`config.mk`:
```
export PLATFORM = sky130hd
export DESIGN_NAME = pil_arbiter
export DESIGN_NICKNAME = d
export VERILOG_FILES = /design/src/rtl/pil_pkg.sv /design/src/rtl/pil_pending.sv /design/src/rtl/pil_select.sv /design/src/rtl/pil_edge.sv /design/src/rtl/pil_arbiter.sv
export SDC_FILE = /design/constraint.sdc
export NUM_CORES = 1
export LEC_CHECK = 0
export ABC_AREA = 1
export BUFFER_PORTS_ARGS = -buffer_cell sky130_fd_sc_hd__buf_2
export CAP_MARGIN = 30
export CORE_UTILIZATION = 45
export DETAILED_ROUTE_END_ITERATION = 10
export PLACE_DENSITY = 0.8
export SLEW_MARGIN = 20
export SYNTH_ARGS = -nofsm -noshare
export SYNTH_HDL_FRONTEND = slang
export SYNTH_SLANG_ARGS = --single-unit
```
`constraint.sdc`:
```
create_clock -name clk -period 5 [get_ports clk]
set_input_delay 0 -clock clk [delete_from_list [all_inputs] [get_ports clk]]
set_output_delay 0 -clock clk [all_outputs]
set_load 0.02 [all_outputs]
```
`src/rtl/pil_pkg.sv`:
```
package pil_pkg;

    typedef enum logic {
        ST_IDLE   = 1'b0,
        ST_ACTIVE = 1'b1
    } arb_state_e;

    typedef enum logic [1:0] {
        DEC_HOLD     = 2'd0,
        DEC_RAISE    = 2'd1,
        DEC_WITHDRAW = 2'd2
    } arb_dec_e;

endpackage

```
`src/rtl/pil_pending.sv`:
```
module pil_pending #(
    parameter int NLVL      = 16,
    parameter int TIMER_LVL = 14
) (
    input  logic [NLVL-1:0] ext_lines,
    input  logic [NLVL:0]   soft_reg,
    output logic [NLVL-1:0] pend
);
    // soft_reg[0] and soft_reg[NLVL] are the timer-match bits
    logic timer_hit;
    assign timer_hit = soft_reg[0] | soft_reg[NLVL];

    for (genvar l = 0; l < NLVL; l++) begin : g_lvl
        if (l == 0) begin : g_zero
            assign pend[l] = ext_lines[l];
        end else if (l == TIMER_LVL) begin : g_timer
            assign pend[l] = ext_lines[l] | soft_reg[l] | timer_hit;
        end else begin : g_plain
            assign pend[l] = ext_lines[l] | soft_reg[l];
        end
    end
endmodule

```
`src/rtl/pil_select.sv`:
```
module pil_select #(
    parameter int NLVL = 16,
    localparam int LW  = $clog2(NLVL)
) (
    input  logic [NLVL-1:0] pend,
    input  logic [LW-1:0]   mask_lvl,
    output logic            above,
    output logic [LW-1:0]   win_lvl
);
    logic [NLVL+1:0] thresh;

    // pending vector must reach 2 << mask to have a bit above the mask
    assign thresh = {{NLVL{1'b0}}, 2'b10} << mask_lvl;
    assign above  = {2'b00, pend} >= thresh;

    // ascending scan, last hit wins: highest level above the mask
    always_comb begin
        win_lvl = '0;
        for (int l = 1; l < NLVL; l++) begin
            if (pend[l] && (LW'(l) > mask_lvl)) begin
                win_lvl = LW'(l);
            end
        end
    end
endmodule

```
`src/rtl/pil_edge.sv`:
```
module pil_edge #(
    parameter int NLVL = 16
) (
    input  logic            clk,
    input  logic            rst_n,
    input  logic [NLVL-1:0] ext_lines,
    output logic            wake
);
    logic [NLVL-1:0] lines_q;

    always_ff @(posedge clk or negedge rst_n) begin
        if (!rst_n) begin
            lines_q <= '0;
            wake    <= 1'b0;
        end else begin
            lines_q <= ext_lines;
            wake    <= |(ext_lines & ~lines_q);
        end
    end
endmodule

```
`src/rtl/pil_arbiter.sv`:
```
module pil_arbiter
    import pil_pkg::*;
#(
    parameter int            NLVL      = 16,
    parameter int            TT_W      = 9,
    parameter int            TL_W      = 3,
    parameter int            TIMER_LVL = 14,
    parameter logic [8:0]    TT_BASE   = 9'h040,
    localparam int           LW        = $clog2(NLVL)
) (
    input  logic            clk,
    input  logic            rst_n,
    input  logic [NLVL-1:0] ext_lines,
    input  logic [NLVL:0]   soft_reg,
    input  logic [LW-1:0]   mask_lvl,
    input  logic            int_en,
    input  logic [TL_W-1:0] trap_lvl,
    input  logic [TT_W-1:0] cur_tt,
    output logic            irq_req,
    output logic [TT_W-1:0] irq_tt,
    output logic            wake
);
    logic [NLVL-1:0] pend;
    logic            above;
    logic [LW-1:0]   win_lvl;
    logic [TT_W-1:0] new_tt;
    logic [TT_W-1:0] tt_q;
    arb_state_e      state_q, state_d;
    arb_dec_e        dec;

    pil_pending #(.NLVL(NLVL), .TIMER_LVL(TIMER_LVL)) u_pend (
        .ext_lines (ext_lines),
        .soft_reg  (soft_reg),
        .pend      (pend)
    );

    pil_select #(.NLVL(NLVL)) u_sel (
        .pend     (pend),
        .mask_lvl (mask_lvl),
        .above    (above),
        .win_lvl  (win_lvl)
    );

    pil_edge #(.NLVL(NLVL)) u_edge (
        .clk       (clk),
        .rst_n     (rst_n),
        .ext_lines (ext_lines),
        .wake      (wake)
    );

    assign new_tt = TT_W'(TT_BASE) | TT_W'(win_lvl);

    // decision
    always_comb begin
        if (!above) begin
            dec = DEC_WITHDRAW;
        end else if (!int_en) begin
            dec = (state_q == ST_ACTIVE) ? DEC_WITHDRAW : DEC_HOLD;
        end else if ((trap_lvl != '0) && (cur_tt > new_tt)) begin
            dec = DEC_HOLD;
        end else if (new_tt != tt_q) begin
            dec = DEC_RAISE;
        end else begin
            dec = DEC_HOLD;
        end
    end

    // next state
    always_comb begin
        state_d = state_q;
        unique case (state_q)
            ST_IDLE: begin
                if (dec == DEC_RAISE) state_d = ST_ACTIVE;
            end
            ST_ACTIVE: begin
                if (dec == DEC_WITHDRAW) state_d = ST_IDLE;
            end
            default: state_d = ST_IDLE;
        endcase
    end

    // state register
    always_ff @(posedge clk or negedge rst_n) begin
        if (!rst_n) state_q <= ST_IDLE;
        else        state_q <= state_d;
    end

    // output register
    always_ff @(posedge clk or negedge rst_n) begin
        if (!rst_n) begin
            tt_q <= '0;
        end else begin
            unique case (dec)
                DEC_RAISE:    tt_q <= new_tt;
                DEC_WITHDRAW: tt_q <= '0;
                default:      tt_q <= tt_q;
            endcase
        end
    end

    assign irq_req = (state_q == ST_ACTIVE);
    assign irq_tt  = tt_q;
endmodule

```
=== Word level (Yosys, flattened, before mapping) ===
Cells that the tools add are included.

* Add/sub/neg operators: 0
* $mul: 0
* Div/mod/pow operators: 0
* Magnitude comparators: 17
* Equal/unequal tests: 3
* Shift-type cells: 1
* Mux-type cells: 24
* Bitwise logic cells: 20
* Reduce and logical (&&, ||, !) cells: 19

{| class="wikitable"
|+ Operator list
! cell !! count
|-
| 4-bit greater-than comparator, first input constant || 8
|-
| 4-bit two-way mux || 8
|-
| 16-bit by 18-bit greater-or-equal comparator with 1-bit output || 1
|-
| 9-bit case mux with 2 select lines || 1
|-
| 2-bit by 4-bit << shifter with 18-bit output, first input constant || 1
|-
| 1-bit bitwise OR || 17
|-
| 16-bit bitwise AND || 1
|-
| 3-bit by 4-bit greater-than comparator with 1-bit output, first input constant || 4
|-
| 1-bit logical AND || 16
|-
| 16-bit NOT || 1
|-
| 16-bit OR reduction || 1
|-
| 3-bit two-way mux || 4
|-
| 2-bit two-way mux || 5
|-
| 9-bit by 7-bit greater-than comparator with 1-bit output || 1
|-
| 7-bit by 9-bit inequality test with 1-bit output || 1
|-
| 2-bit by 4-bit greater-than comparator with 1-bit output, first input constant || 2
|-
| 1-bit two-way mux || 5
|-
| 1-bit by 4-bit greater-than comparator with 1-bit output, first input constant || 1
|-
| 3-bit nonzero test || 1
|-
| 2-bit by 1-bit == test with 1-bit output, second input constant || 1
|-
| 2-bit == test, second input constant || 1
|-
| 1-bit case mux with 2 select lines || 1
|-
| 2-bit nonzero test || 1
|-
| 1-bit NOT || 1
|}

* Bits in registers: 27
* Bits in latches: 0
* RAM bits: 0
* ROM bits: 0
* Input port bits: 52
* Output and inout port bits: 11
* Word-level logic and storage cells: 88
* Memories kept: 0

=== Depth between registers and ports, before layout ===
Gate-level depths: netlist of run 1.

* Word-level depth: 25
* Gate-level depth with buffers: 31
* Gate-level depth less buffers: 31

=== By module ===
A second synthesis of run 1 with hierarchy kept.

* Cells, all modules: 304
* Area, all modules: 2020.7 sq um

{| class="wikitable"
|+ By module, submodules not included
! module !! instances !! cells each !! area an instance (sq um) !! sequential area each (sq um)
|-
| pil_select || 1 || 124 || 691.9 || 0.0
|-
| pil_edge || 1 || 68 || 619.3 || 425.4
|-
| pil_arbiter || 1 || 94 || 603.1 || 150.1
|-
| pil_pending || 1 || 18 || 106.4 || 0.0
|}

=== Least setup slack after synthesis of run 1 ===
No wires, ideal clock.

* Path type: input -> register
* From: input port soft_reg[3]
* To: register tt_q[3] (netlist: irq_tt[3])
* Library setup time: 82 ps
* Arrival time: 2620 ps
* Data required time: 4918 ps
* Setup slack: 2297 ps
* Stages: 27
* Path buffers: 0
* Cell sequence: or2_2 nand3_1 nand2_1 nand2_1 nand2_1 nand2_1 nand2_1 nand2_1 nand2_1 nand2_1 nand2_1 nand2_1 nand2_1 nand2_1 nand2_1 ha_1 nand2_1 nor2_1 o21ai_0 a211oi_1 nor2_1 nor2_1 inv_1 nor2_1 ha_1 or2_2 o22ai_1

* Cells in the longest elaborated chain, start to end: 22
* Elaborated cells on any way between the ends: 27
* Those cells by class: 2 x order compare; 3 x eq/ne; 18 x mux; 1 x bitwise; 3 x reduce/logical

{| class="wikitable"
|+ Ends and longest elaborated chain
! item !! line !! source
|-
| start: declaration || pil_arbiter.sv:14 || <nowiki>input logic [NLVL:0] soft_reg,</nowiki>
|-
| 1-bit bitwise OR (*) || pil_pending.sv:19 || <nowiki>assign pend[l] = ext_lines[l] | soft_reg[l];</nowiki>
|-
| 1-bit logical AND || pil_select.sv:20 || <nowiki>if (pend[l] && (LW'(l) > mask_lvl)) begin</nowiki>
|-
| 2-bit two-way mux || pil_select.sv:20 ||
|-
| 3-bit two-way mux (4 in a row) || pil_select.sv:20 ||
|-
| 4-bit two-way mux (8 in a row) || pil_select.sv:20 ||
|-
| 9-bit by 7-bit greater-than comparator with 1-bit output or 7-bit by 9-bit inequality test with 1-bit output (tied branches) || pil_arbiter.sv:59, pil_arbiter.sv:61 ||
|-
| 1-bit logical AND or 1-bit two-way mux (tied branches) || pil_arbiter.sv:59, pil_arbiter.sv:61 ||
|-
| 1-bit two-way mux || pil_arbiter.sv:59 || <nowiki>end else if ((trap_lvl != '0) && (cur_tt > new_tt)) begin</nowiki>
|-
| 2-bit two-way mux || pil_arbiter.sv:57 || <nowiki>end else if (!int_en) begin</nowiki>
|-
| 2-bit two-way mux (*) || pil_arbiter.sv:55 || <nowiki>if (!above) begin</nowiki>
|-
| 2-bit == test or 2-bit by 1-bit == test with 1-bit output (tied branches) || pil_arbiter.sv:93 || <nowiki>unique case (dec)</nowiki>
|-
| 9-bit case mux with 2 select lines or 2-bit nonzero test (tied branches) || n/a ||
|-
| end signal: assignment || pil_arbiter.sv:94 || <nowiki>DEC_RAISE: tt_q <= new_tt;</nowiki>
|-
| end signal: assignment || pil_arbiter.sv:96 || <nowiki>default: tt_q <= tt_q;</nowiki>
|-
| end: declaration || pil_arbiter.sv:27 || <nowiki>logic [TT_W-1:0] tt_q;</nowiki>
|}

Every way passes the cells marked *; elsewhere a longest branch is shown, timed or not. The select of a mux whose other input is x is not followed.
A chain may end at the register's enable or synchronous reset.

=== Final worst setup path of run 1 ===
* From: input port ext_lines[3]
* To: register tt_q[3] (netlist: irq_tt[3])

* Cells in the longest elaborated chain, start to end: 22
* Elaborated cells on any way between the ends: 27
* Those cells by class: 2 x order compare; 3 x eq/ne; 18 x mux; 1 x bitwise; 3 x reduce/logical

{| class="wikitable"
|+ Ends and longest elaborated chain
! item !! line !! source
|-
| start: declaration || pil_arbiter.sv:13 || <nowiki>input logic [NLVL-1:0] ext_lines,</nowiki>
|-
| 1-bit bitwise OR (*) || pil_pending.sv:19 ||
|-
| 1-bit logical AND || pil_select.sv:20 ||
|-
| 2-bit two-way mux || pil_select.sv:20 ||
|-
| 3-bit two-way mux (4 in a row) || pil_select.sv:20 ||
|-
| 4-bit two-way mux (8 in a row) || pil_select.sv:20 ||
|-
| 9-bit by 7-bit greater-than comparator with 1-bit output or 7-bit by 9-bit inequality test with 1-bit output (tied branches) || pil_arbiter.sv:59, pil_arbiter.sv:61 ||
|-
| 1-bit logical AND or 1-bit two-way mux (tied branches) || pil_arbiter.sv:59, pil_arbiter.sv:61 ||
|-
| 1-bit two-way mux || pil_arbiter.sv:59 ||
|-
| 2-bit two-way mux || pil_arbiter.sv:57 ||
|-
| 2-bit two-way mux (*) || pil_arbiter.sv:55 ||
|-
| 2-bit == test or 2-bit by 1-bit == test with 1-bit output (tied branches) || pil_arbiter.sv:93 ||
|-
| 9-bit case mux with 2 select lines or 2-bit nonzero test (tied branches) || n/a ||
|}

Marks and branches as above.

==> summary.md, run 1 <==
| Metric | Value |
|---|---|
| Clk_lat worst skew | 260 ps |
| Post-synth top area share | 0.310 |
| Fin. Hold Viols | 0 |
| Worst Skew | 3.49 ps |
| Leakage Power | 1.29 nW |
| Slew headroom | 0.661 |
| Fill count | 311 |
| HP Class | primary input to async pin |
| Total grt overflow | 0 |
| Max Freq | 292 MHz |
| # diodes | 0 |
| Vias in the first global route | 1,725 |
| Root buf cell | clkbuf_8 |
| Routability congestion estimate | 0.854 |
| Met1 wire length | 2.20 mm |
| CP startpoint kind | primary input |
| EDFF count, synth | 0 |
| Setup TNS | 0 ps |
| DR vias/cell | 4.77 |
| Max clock buf depth | 2 |
| Library cells used by synthesis | 30 |
| Tmin final | 3430 ps |
| Area grow syn2layout | 29.5% |
| Core area | 3800 um2 |
| Met3 wire length | 217 um |
| Status | complete, no violations |
| Top Layer Used | met4 |
| Nets | 411 |
| Mapped Cells | 258 |
| Crit. End Element | flip-flop |
| Initial antenna violation count | 0 |
| Metal2 WL | 2.05 mm |
| Slowest stage delay, CP | 560 ps |
| Core Rows | 22 |
| Total CTS buffers | 3 |
| Critical Path RT | 5180 ps |
| # IOs | 63 |
| Reg area | 576 um2 |
| Top cell type by total area after synthesis | dfrtp_1 |
| RSZ-0062 raised after global routing | false |
| Clock slew at reported path FFs | 80 ps |
| Synth top area cells | dfrtp_1 31%, ha_1 15%, nand2_1 14% |
| Post-synth top cells | 69 x nand2_1, 38 x inv_1, 23 x dfrtp_1 |
| Post-CTS Hold Fix Bufs | 17 |
| Slew @ Worst Pin | 509 ps |
| Most common flop cell mapped by yosys | dfrtp_1 |
| Die X | 66.2 um |
| Die Area | 4380 um2 |
| Initial Util | 0.488 |
| Setup violators final | 0 |
| Post-CTS Setup Bufs | 0 |
| Top cell by count, worst path | nand2_1 |
| Share of synthesized flip-flops with an asynchronous set or reset | 1.00 |
| TritonRoute pass-1 iters | 4 |
| Aggregate global-route resource usage | 0.229 |
| DR vias | 1,831 |
| Largest net degree at the start of global routing | 24 |
| Crit Path Max Fanout | 6 |
| DR iter-0 viols | 110 |
| First-pass GRT wire length | 7.55 mm |
| MaxCap Viol Count | 0 |
| WL final | 4.53 mm |
| CTS tree | done |
| Die height | 66.2 um |
| Number of remaining DRC errors | 0 |
| H-tree depth | 1 |
| DRT antenna net count | 0 |
| Design Power | 0.000558 W |
| Port bufs | 58 |
| Post-Syn Area | 1860 um2 |
| Multi-input logic area | 1100 um2 |
| Worst VDD drop | 94.5 uV |
| WS Path Type | primary input to flip-flop |
| PwrDens | 232 nW/um2 |
| Post-synthesis sequential area ratio | 0.310 |
| Final slew viol count | 0 |
| Slowest CP cell | dlygate4sd3_1 |
| Fraction of layout cells with a size suffix above 1 | 0.265 |
| Post-CTS Resized | 0 |
| Period utilization | 0.686 |
| Critical Path AT | 3610 ps |
| Seq cells post-synth | 23 |
| Synth warn | 0 |
| Avg Cell Area, Syn | 7.19 um2 |
| Number of clock sinks | 23 |
| Count leader, synth | nand2_1 |
| Post-DP HPWL | 3.62 mm |
| Routed WL per cell | 11.8 um |
[power breakdown]
part	total, W	internal (W)	switching, W
Combinational	0.000213	0.0000873	0.000126
Sequential	0.000231	0.000213	0.0000186
Clock	0.000113	0.0000567	0.0000565
[area by class of cell]
class | count | area share
Sequential cell | 23 | 0.240
Inverter | 43 | 0.0672
Clock buffer | 4 | 0.0188
Multi-Input combinational cell | 191 | 0.458
Tap cell | 48 | 0.0250
Timing Repair Buffer | 75 | 0.192
[logic make-up (layout without fill, tap and decap cells)]
family                   count (synthesis)  count (layout)  synth area share
AND/OR/NAND/NOR                        126             126             0.309
buffers and inverters                   47             122             0.103
AO/OA/AOI/OAI                           38              38             0.123
flip-flops                              23              23             0.310
XOR/XNOR                                 1               1           0.00472
other                                    1               4           0.00202
adder cells (fa/ha/maj)                 22              22             0.148
[metal layers]
layer,track usage,vias up
li1,-,978
met1,0.323,800
met2,0.369,49
met3,0.00345,4
met4,0.0931,0
met5,0,-
[critical path, delay by kind of cell]
family	cells	cell delay, ps
and+or+nand+nor	21	1810
buffers and inverters	3	760
adders and majority gates	2	580
AOI/OAI and AO/OA	3	450
[layout by cell type (no fill, tap or decap)]
cell type,instances
nor4_1,1
o21a_1,1
ha_1,22
a21boi_0,1
and2_1,1
nand4_2,1
clkinv_1,1
dlygate4sd3_1,17
nand3_1,8
xor2_1,1
inv_1,38
a211oi_1,3
nand3_2,2
nand2_1,69
o21ai_0,4
nor3_1,1
a22o_1,1
nor2_1,22
inv_2,4
conb_1,4
clkbuf_1,1
nand2_2,3
o22ai_1,8
dfrtp_1,23
nor2_4,2
o2111ai_1,2
a221oi_1,1
o21ai_1,5
or2_2,11
clkbuf_8,3
buf_2,58
nor2_2,5
a21oi_1,12
[sequential cells by signal, indices dropped and copies added, names as in the netlist]
name and flops:
irq_tt 5, irq_req 1, u_edge.wake 1, u_edge.lines_q 16
[final timing paths]
kind / from / end / slack, ps / cells after the start
max: ext_lines[3] / irq_tt[3]$_DFFE_PN0P_ / 1570 / 29
min: rst_n / u_edge.lines_q[0]$_DFF_PN0_ / 260 / 2
max reg2reg: irq_tt[3]$_DFFE_PN0P_ / irq_tt[3]$_DFFE_PN0P_ / 3040 / 11
min reg2reg: u_edge.lines_q[13]$_DFF_PN0_ / u_edge.wake$_DFF_PN0_ / 500 / 1
max in group asynchronous: rst_n / u_edge.lines_q[10]$_DFF_PN0_ / 4400 / 2
min in group clk: soft_reg[15] / irq_tt[0]$_DFFE_PN0P_ / 290 / 5
[stage by stage]
stage | std cells | cell area (um2) | worst slack, ps | util | hold slack [ps]
finish | 384 | 2400 | 1570 | 0.632 | 255
global route | 384 | 2400 | 1160 | 0.632 | 298
CTS | 384 | 2400 | 1620 | 0.632 | 249
detailed placement | 363 | 2190 | 1800 | 0.576 | -4.77
global placement | 363 | 2190 | 1930 | 0.576 | -9.25
floorplan | 261 | 1870 | 2300 | - | -296
Note: power is estimated with default switching activity, not from simulation.
==> run 2, diff against run 1 <==
Clock period 5 ns to 3.31 ns, I/O delays scaled along.
==> summary.md, run 2 (synthesis gave the netlist of run 1 again) <==
| Metric | Value |
|---|---|
| DRT antenna net count | 0 (unchanged) |
| Total CTS buffers | 3 (unchanged) |
| Leading cell type in the layout, fill and taps excluded | nand2_1 |
| Post-DP HPWL | 3.74 mm (+3.5%) |
| First-pass GRT wire length | 7.67 mm (+1.6%) |
| # IOs | 63 (unchanged) |
| Fill count | 312 (+0.32%) |
| DR vias/cell | 5.14 (+7.8%) |
| # diodes | 0 (unchanged) |
| Aggregate global-route resource usage | 0.229 (about the same) |
| Number of clock sinks | 23 (unchanged) |
| Critical Path RT | 3500 ps (-1680 ps) |
| Worst VDD drop | 195 uV (+110%) |
| Status | complete, no violations |
| Port bufs | 58 (unchanged) |
| MaxCap Viol Count | 0 (unchanged) |
| Tmin final | 3120 ps |
| Clock slew at reported path FFs | 90 ps (about the same) |
| FF-to-FF Start | irq_tt[3]$_DFFE_PN0P_ |
| Most frequent cells in the layout | 66 x nand2_1, 58 x buf_2, 38 x inv_1 |
| Worst flop-to-flop path endpoint | irq_tt[3]$_DFFE_PN0P_ |
| Max clock buf depth | 2 (unchanged) |
| Crit. End Element | flip-flop |
| Worst Hold End | u_edge.wake$_DFF_PN0_ |
| H-tree depth | 1 (unchanged) |
| Worst Skew | 4.98 ps (+1.49 ps) |
| Vias in the first global route | 1,793 (+3.9%) |
| Number of remaining DRC errors | 0 (unchanged) |
| Slowest CP cell | dlygate4sd3_1 |
| PwrDens | 353 nW/um2 (+52%) |
| Leakage Power | 1.31 nW (+1.8%) |
| Period utilization | 0.942 |
| Layout Utilization | 0.656 (+0.0237) |
| Most flop-heavy register | u_edge.lines_q |
| DR vias | 1,995 (+9.0%) |
| Critical path buffers and inverters | 6 (+3) |
| WS Path Type | primary input to flip-flop |
| Top cell by count, worst path | nor2_1 |
| Max Freq | 321 MHz |
| Total grt overflow | 0 (unchanged) |
| Slowest stage delay, CP | 540 ps (-20 ps) |
| Setup violators final | 0 (unchanged) |
| Nets | 415 (+0.97%) |
| Crit Path Max Fanout | 5 (-1) |
| Reg2reg setup slack | 1480 ps (-1560 ps) |
| HP Class | primary input to flip-flop |
| DR iter-0 viols | 105 (-4.5%) |
| Root buf cell | clkbuf_8 |
| Die height | 66.2 um (unchanged) |
| WL final | 4.89 mm (+7.9%) |
| Final slew viol count | 0 (unchanged) |
| Fin. Hold Viols | 0 (unchanged) |
| Top Family by Delay on Critical Path | simple AND/OR/NAND/NOR gates |
| RSZ-0062 raised after global routing | false |
| Core Rows | 22 (unchanged) |
| Largest net degree at the start of global routing | 24 (unchanged) |
| Initial Util | 0.488 (unchanged) |
| Routability congestion estimate | 0.904 (+5.9%) |
| Worst path cell trace | dlygate4sd3_1 > buf_2 > or2_2 > nand2_1 > nand2_1 > clkinv_1 > a21oi_1 > o21ai_1 > nand2_1 > inv_1 > ha_4 > inv_1 > nor2_1 > nor2_1 > o21a_1 > o21ai_1 > a211oi_1 > nor2_1 > nor2_1 > inv_1 > nor2_2 > ha_4 > or2_4 > o22ai_1 |
| Die X | 66.2 um (unchanged) |
| Clk_lat worst skew | 270 ps (about the same) |
| Worst hold start | ext_lines[4] |
| Initial antenna violation count | 0 (unchanged) |
| Slew @ Worst Pin | 504 ps (-4.86 ps) |
| Slew headroom | 0.664 (+0.00324) |
| Core area | 3800 um2 (unchanged) |
| Max FFs per register | 16 (unchanged) |
| R2R cell count | 11 (unchanged) |
| Routed WL per cell | 12.6 um (+6.8%) |
| Critical Path AT | 3310 ps (-300 ps) |
| TritonRoute pass-1 iters | 4 (unchanged) |
| Setup TNS | 0 ps (unchanged) |
| Die Area | 4380 um2 (unchanged) |
| CP startpoint kind | primary input |
| CTS tree | done |
| Fraction of layout cells with a size suffix above 1 | 0.312 (+0.0469) |
| Area grow syn2layout | 34.3% |
| Hold depth | 5 |
## run 2: final cells by class
cell class / count / area [um2] / share of cell area
Tap cell: 48 / 60.1 / 0.0241
Clock buffer: 3 / 41.3 / 0.0166
Inverter: 43 / 161 / 0.0648
Sequential cell: 23 / 576 / 0.231
Timing Repair Buffer: 79 / 490 / 0.197
Clock inverter: 1 / 7.51 / 0.00301
Multi-Input combinational cell: 191 / 1160 / 0.464
## run 2: power by group
part	internal (W)	switching, W	total, W
clock	0.0000852	0.0000937	0.000179
sequential	0.000321	0.0000285	0.000350
combinational	0.000146	0.000205	0.000351
## run 2: timing repair
item / in CTS / in global routing
setup buffers: 0 / 3
setup endpoints to repair: 0 / 5
hold endpoints to repair: 39 / 0
gates resized for setup: 0 / 16
hold buffers: 17 / 0
## run 2: worst max-delay path by stage
stage	depth (start not counted)	slack [ps]	start	endpoint
6_report	24	190	ext_lines[6]	irq_tt[3]$_DFFE_PN0P_
2_1_floorplan	27	610	soft_reg[3]	irq_tt[3]$_DFFE_PN0P_
3_5_place_dp	25	130	mask_lvl[0]	irq_tt[3]$_DFFE_PN0P_
3_3_place_gp	25	220	mask_lvl[0]	irq_tt[3]$_DFFE_PN0P_
4_1_cts	25	10	ext_lines[5]	irq_tt[3]$_DFFE_PN0P_
5_1_grt	31	9	ext_lines[2]	irq_tt[3]$_DFFE_PN0P_
## run 2: worst min-delay path: stages
cell and delay, ps:
buf_2 100, inv_1 40, o22ai_1 140, nor4_1 80
o2111ai_1 70
## run 2: metrics by stage
stage | hold slack (ps) | power (W) | setup slack, ps | std cells | area (um2)
floorplan | -296 | 0.000549 | 607 | 261 | 1870
global placement | -0.641 | 0.000655 | 222 | 364 | 2190
detailed placement | -1.47 | 0.000664 | 129 | 364 | 2190
CTS | 188 | 0.000857 | 11.1 | 385 | 2410
global route | 230 | 0.000937 | 8.76 | 388 | 2490
finish | 192 | 0.000880 | 191 | 388 | 2490
## run 2: layer usage
layer  vias up  GRT usage  share of wire
li1        983          -              -
met1       930      0.316           0.45
met2        72      0.379           0.47
met3        10    0.00345          0.062
met4         0     0.0851          0.019
met5         -          0              0
==> run 3, diff against run 2 <==
Settings changed: PLACE_DENSITY 0.8 to 0.73.
==> summary.md, run 3 (synthesis gave the netlist of run 1 again) <==
| Metric | Value |
|---|---|
| Status | complete, no violations |
| Critical Path RT | 3500 ps (about the same) |
| Nets | 414 (-0.24%) |
| Max FFs per register | 16 (unchanged) |
| DRT antenna net count | 0 (unchanged) |
| MaxCap Viol Count | 0 (unchanged) |
| Die X | 66.2 um (unchanged) |
| Critical path buffers and inverters | 4 (-2) |
| R2R cell count | 11 (unchanged) |
| Critical Path AT | 3360 ps (+50 ps) |
| Die height | 66.2 um (unchanged) |
| WL final | 5.12 mm (+4.6%) |
| Core Rows | 22 (unchanged) |
| Routability congestion estimate | 0.891 (-1.4%) |
| Slew headroom | 0.663 (-0.00132) |
| Final slew viol count | 0 (unchanged) |
| P_int | 0.000553 W (about the same) |
| Largest net degree at the start of global routing | 24 (unchanged) |
| TritonRoute pass-1 iters | 4 (unchanged) |
| Initial Util | 0.488 (unchanged) |
| Root buf cell | clkbuf_8 |
| # diodes | 0 (unchanged) |
| Number of clock sinks | 23 (unchanged) |
| DR vias | 1,910 (-4.3%) |
| Crit. End Element | flip-flop |
| Period utilization | 0.957 (+0.0147) |
| Slowest stage delay, CP | 530 ps (about the same) |
| Area grow syn2layout | 36.8% |
| Core area | 3800 um2 (unchanged) |
| Total grt overflow | 0 (unchanged) |
| Hold_ws | 38.4 ps (-154 ps) |
| # IOs | 63 (unchanged) |
| CP Launch Point | ext_lines[11] |
| Crit Path Max Fanout | 6 (+1) |
| DR vias/cell | 4.94 (-4.0%) |
| Slowest CP cell | dlygate4sd3_1 |
| Top Family by Delay on Critical Path | simple AND/OR/NAND/NOR gates |
| Worst Skew | 0.968 ps (-4.01 ps) |
| Slew @ Worst Pin | 506 ps (+1.98 ps) |
| Most flop-heavy register | u_edge.lines_q |
| Sequential power share | 0.401 (+0.003) |
| Vias in the first global route | 1,776 (-0.95%) |
| CTS tree | done |
| Clock power frac | 0.196 (-0.007) |
| Sw Share | 0.372 (+0.000446) |
| Max clock buf depth | 2 (unchanged) |
| Number of remaining DRC errors | 0 (unchanged) |
| Max Freq | 316 MHz (-1.5%) |
| PwrDens | 347 nW/um2 (-1.7%) |
| Tmin final | 3170 ps (+48.6 ps) |
| Comb pwr share | 0.403 (+0.004) |
| Post-DP HPWL | 3.82 mm (+2.0%) |
| HP Class | primary input to flip-flop |
| P_sw | 0.000328 W (+0.23%) |
| Clock slew at reported path FFs | 80 ps (about the same) |
| Fill count | 328 (+5.1%) |
| Hold depth | 1 (-4) |
| Aggregate global-route resource usage | 0.239 (+0.0108) |
| Fraction of layout cells with a size suffix above 1 | 0.345 (+0.0334) |
| FF-to-FF Start | irq_tt[3]$_DFFE_PN0P_ |
| DR iter-0 viols | 86 (-18%) |
| First-pass GRT wire length | 7.69 mm (+0.27%) |
| Clk_lat worst skew | 260 ps (about the same) |
| Worst hold start | ext_lines[1] |
| Total CTS buffers | 3 (unchanged) |
| Die Area | 4380 um2 (unchanged) |
| Crit. path cell count | 21 (-13%) |
| Worst path cell trace | dlygate4sd3_1 > buf_2 > or2_2 > nand3_1 > nand2_1 > nor2_2 > nand2_1 > nand2_2 > inv_2 > ha_1 > nand2_2 > o21a_1 > o21ai_1 > a211oi_2 > nor2_1 > nor2_1 > inv_1 > nor2_2 > ha_4 > or2_2 > o22ai_2 |
| Design Power | 0.000881 W (+0.11%) |
| Leakage Power | 1.33 nW (+1.5%) |
| Routed WL per cell | 13.2 um (+4.9%) |
| WS Path Type | primary input to flip-flop |
| CP startpoint kind | primary input |
| Setup violators final | 0 (unchanged) |
| Fin. Hold Viols | 0 (unchanged) |
| Worst VDD drop | 174 uV (-10%) |
| Port bufs | 58 (unchanged) |
| Most frequent cells in the layout | 62 x nand2_1, 57 x buf_2, 36 x inv_1 |
| H-tree depth | 1 (unchanged) |
| Leading cell type in the layout, fill and taps excluded | nand2_1 |
| Initial antenna violation count | 0 (unchanged) |
-- run 3: path summary, 6_finish.rpt --
| check | to | slack, ps |
|---|---|---|
| setup reg to reg | irq_tt[3]$_DFFE_PN0P_ | 1410 |
| hold reg to reg | u_edge.wake$_DFF_PN0_ | 470 |
| min in group asynchronous | u_edge.lines_q[0]$_DFF_PN0_ | 230 |
| max in group asynchronous | u_edge.lines_q[15]$_DFF_PN0_ | 2740 |
| setup / recovery | irq_tt[3]$_DFFE_PN0P_ | 140 |
| hold / removal | u_edge.lines_q[1]$_DFF_PN0_ | 40 |
-- run 3: cell type report --
class / count / area (um2) / area share
clock buffers: 3 / 41.3 / 0.0163
clock inverters: 1 / 5.00 / 0.00197
inverters: 43 / 161 / 0.0636
multi-input cells: 191 / 1210 / 0.476
flip-flops and latches: 23 / 576 / 0.227
well taps: 48 / 60.1 / 0.0237
repair buffers: 78 / 488 / 0.192
-- run 3: per-stage QoR --
stage	worst slack [ps]	cell area [um2]	TNS (ps)	util	instances
detailed placement	50.0	2190	0	0.578	364
CTS	7.03	2410	0	0.635	385
global route	-79.2	2540	-131	0.668	387
finish	142	2540	0	0.668	387
global placement	161	2190	0	0.578	364
floorplan	607	1870	0	-	261
-- run 3: power by group through the flow --
stage | combinational (W) | clock [W] | sequential, W
after detailed placement | 0.000308 | 0 | 0.000358
after global placement | 0.000304 | 0 | 0.000356
final | 0.000355 | 0.000173 | 0.000353
after CTS | 0.000324 | 0.000173 | 0.000352
after floorplan | 0.000160 | 0 | 0.000389
after global routing | 0.000397 | 0.000184 | 0.000356
-- run 3: timing repair --
| item | CTS | global route |
|---|---|---|
| hold endpoints to repair | 39 | 0 |
| buffers inserted | 0 | 3 |
| setup endpoints to repair | 0 | 6 |
| hold buffers | 17 | 0 |
| resized for setup | 0 | 34 |
-- run 3: routing by layer --
metal  track usage  routed length, um  part of all wire
met1         0.322               2430              0.48
met2         0.403               2450              0.48
met3        0.0121                160             0.031
met4        0.0904                 74             0.014
met5             0                  0                 0
-- run 3: worst register-to-register path: cells and delay by family (launching register included) --
kind | cells | cell delay, ps
flops | 1 | 380
compound gates | 3 | 310
simple gates | 6 | 800
buf+inv | 1 | 110
fa+ha+maj | 1 | 240
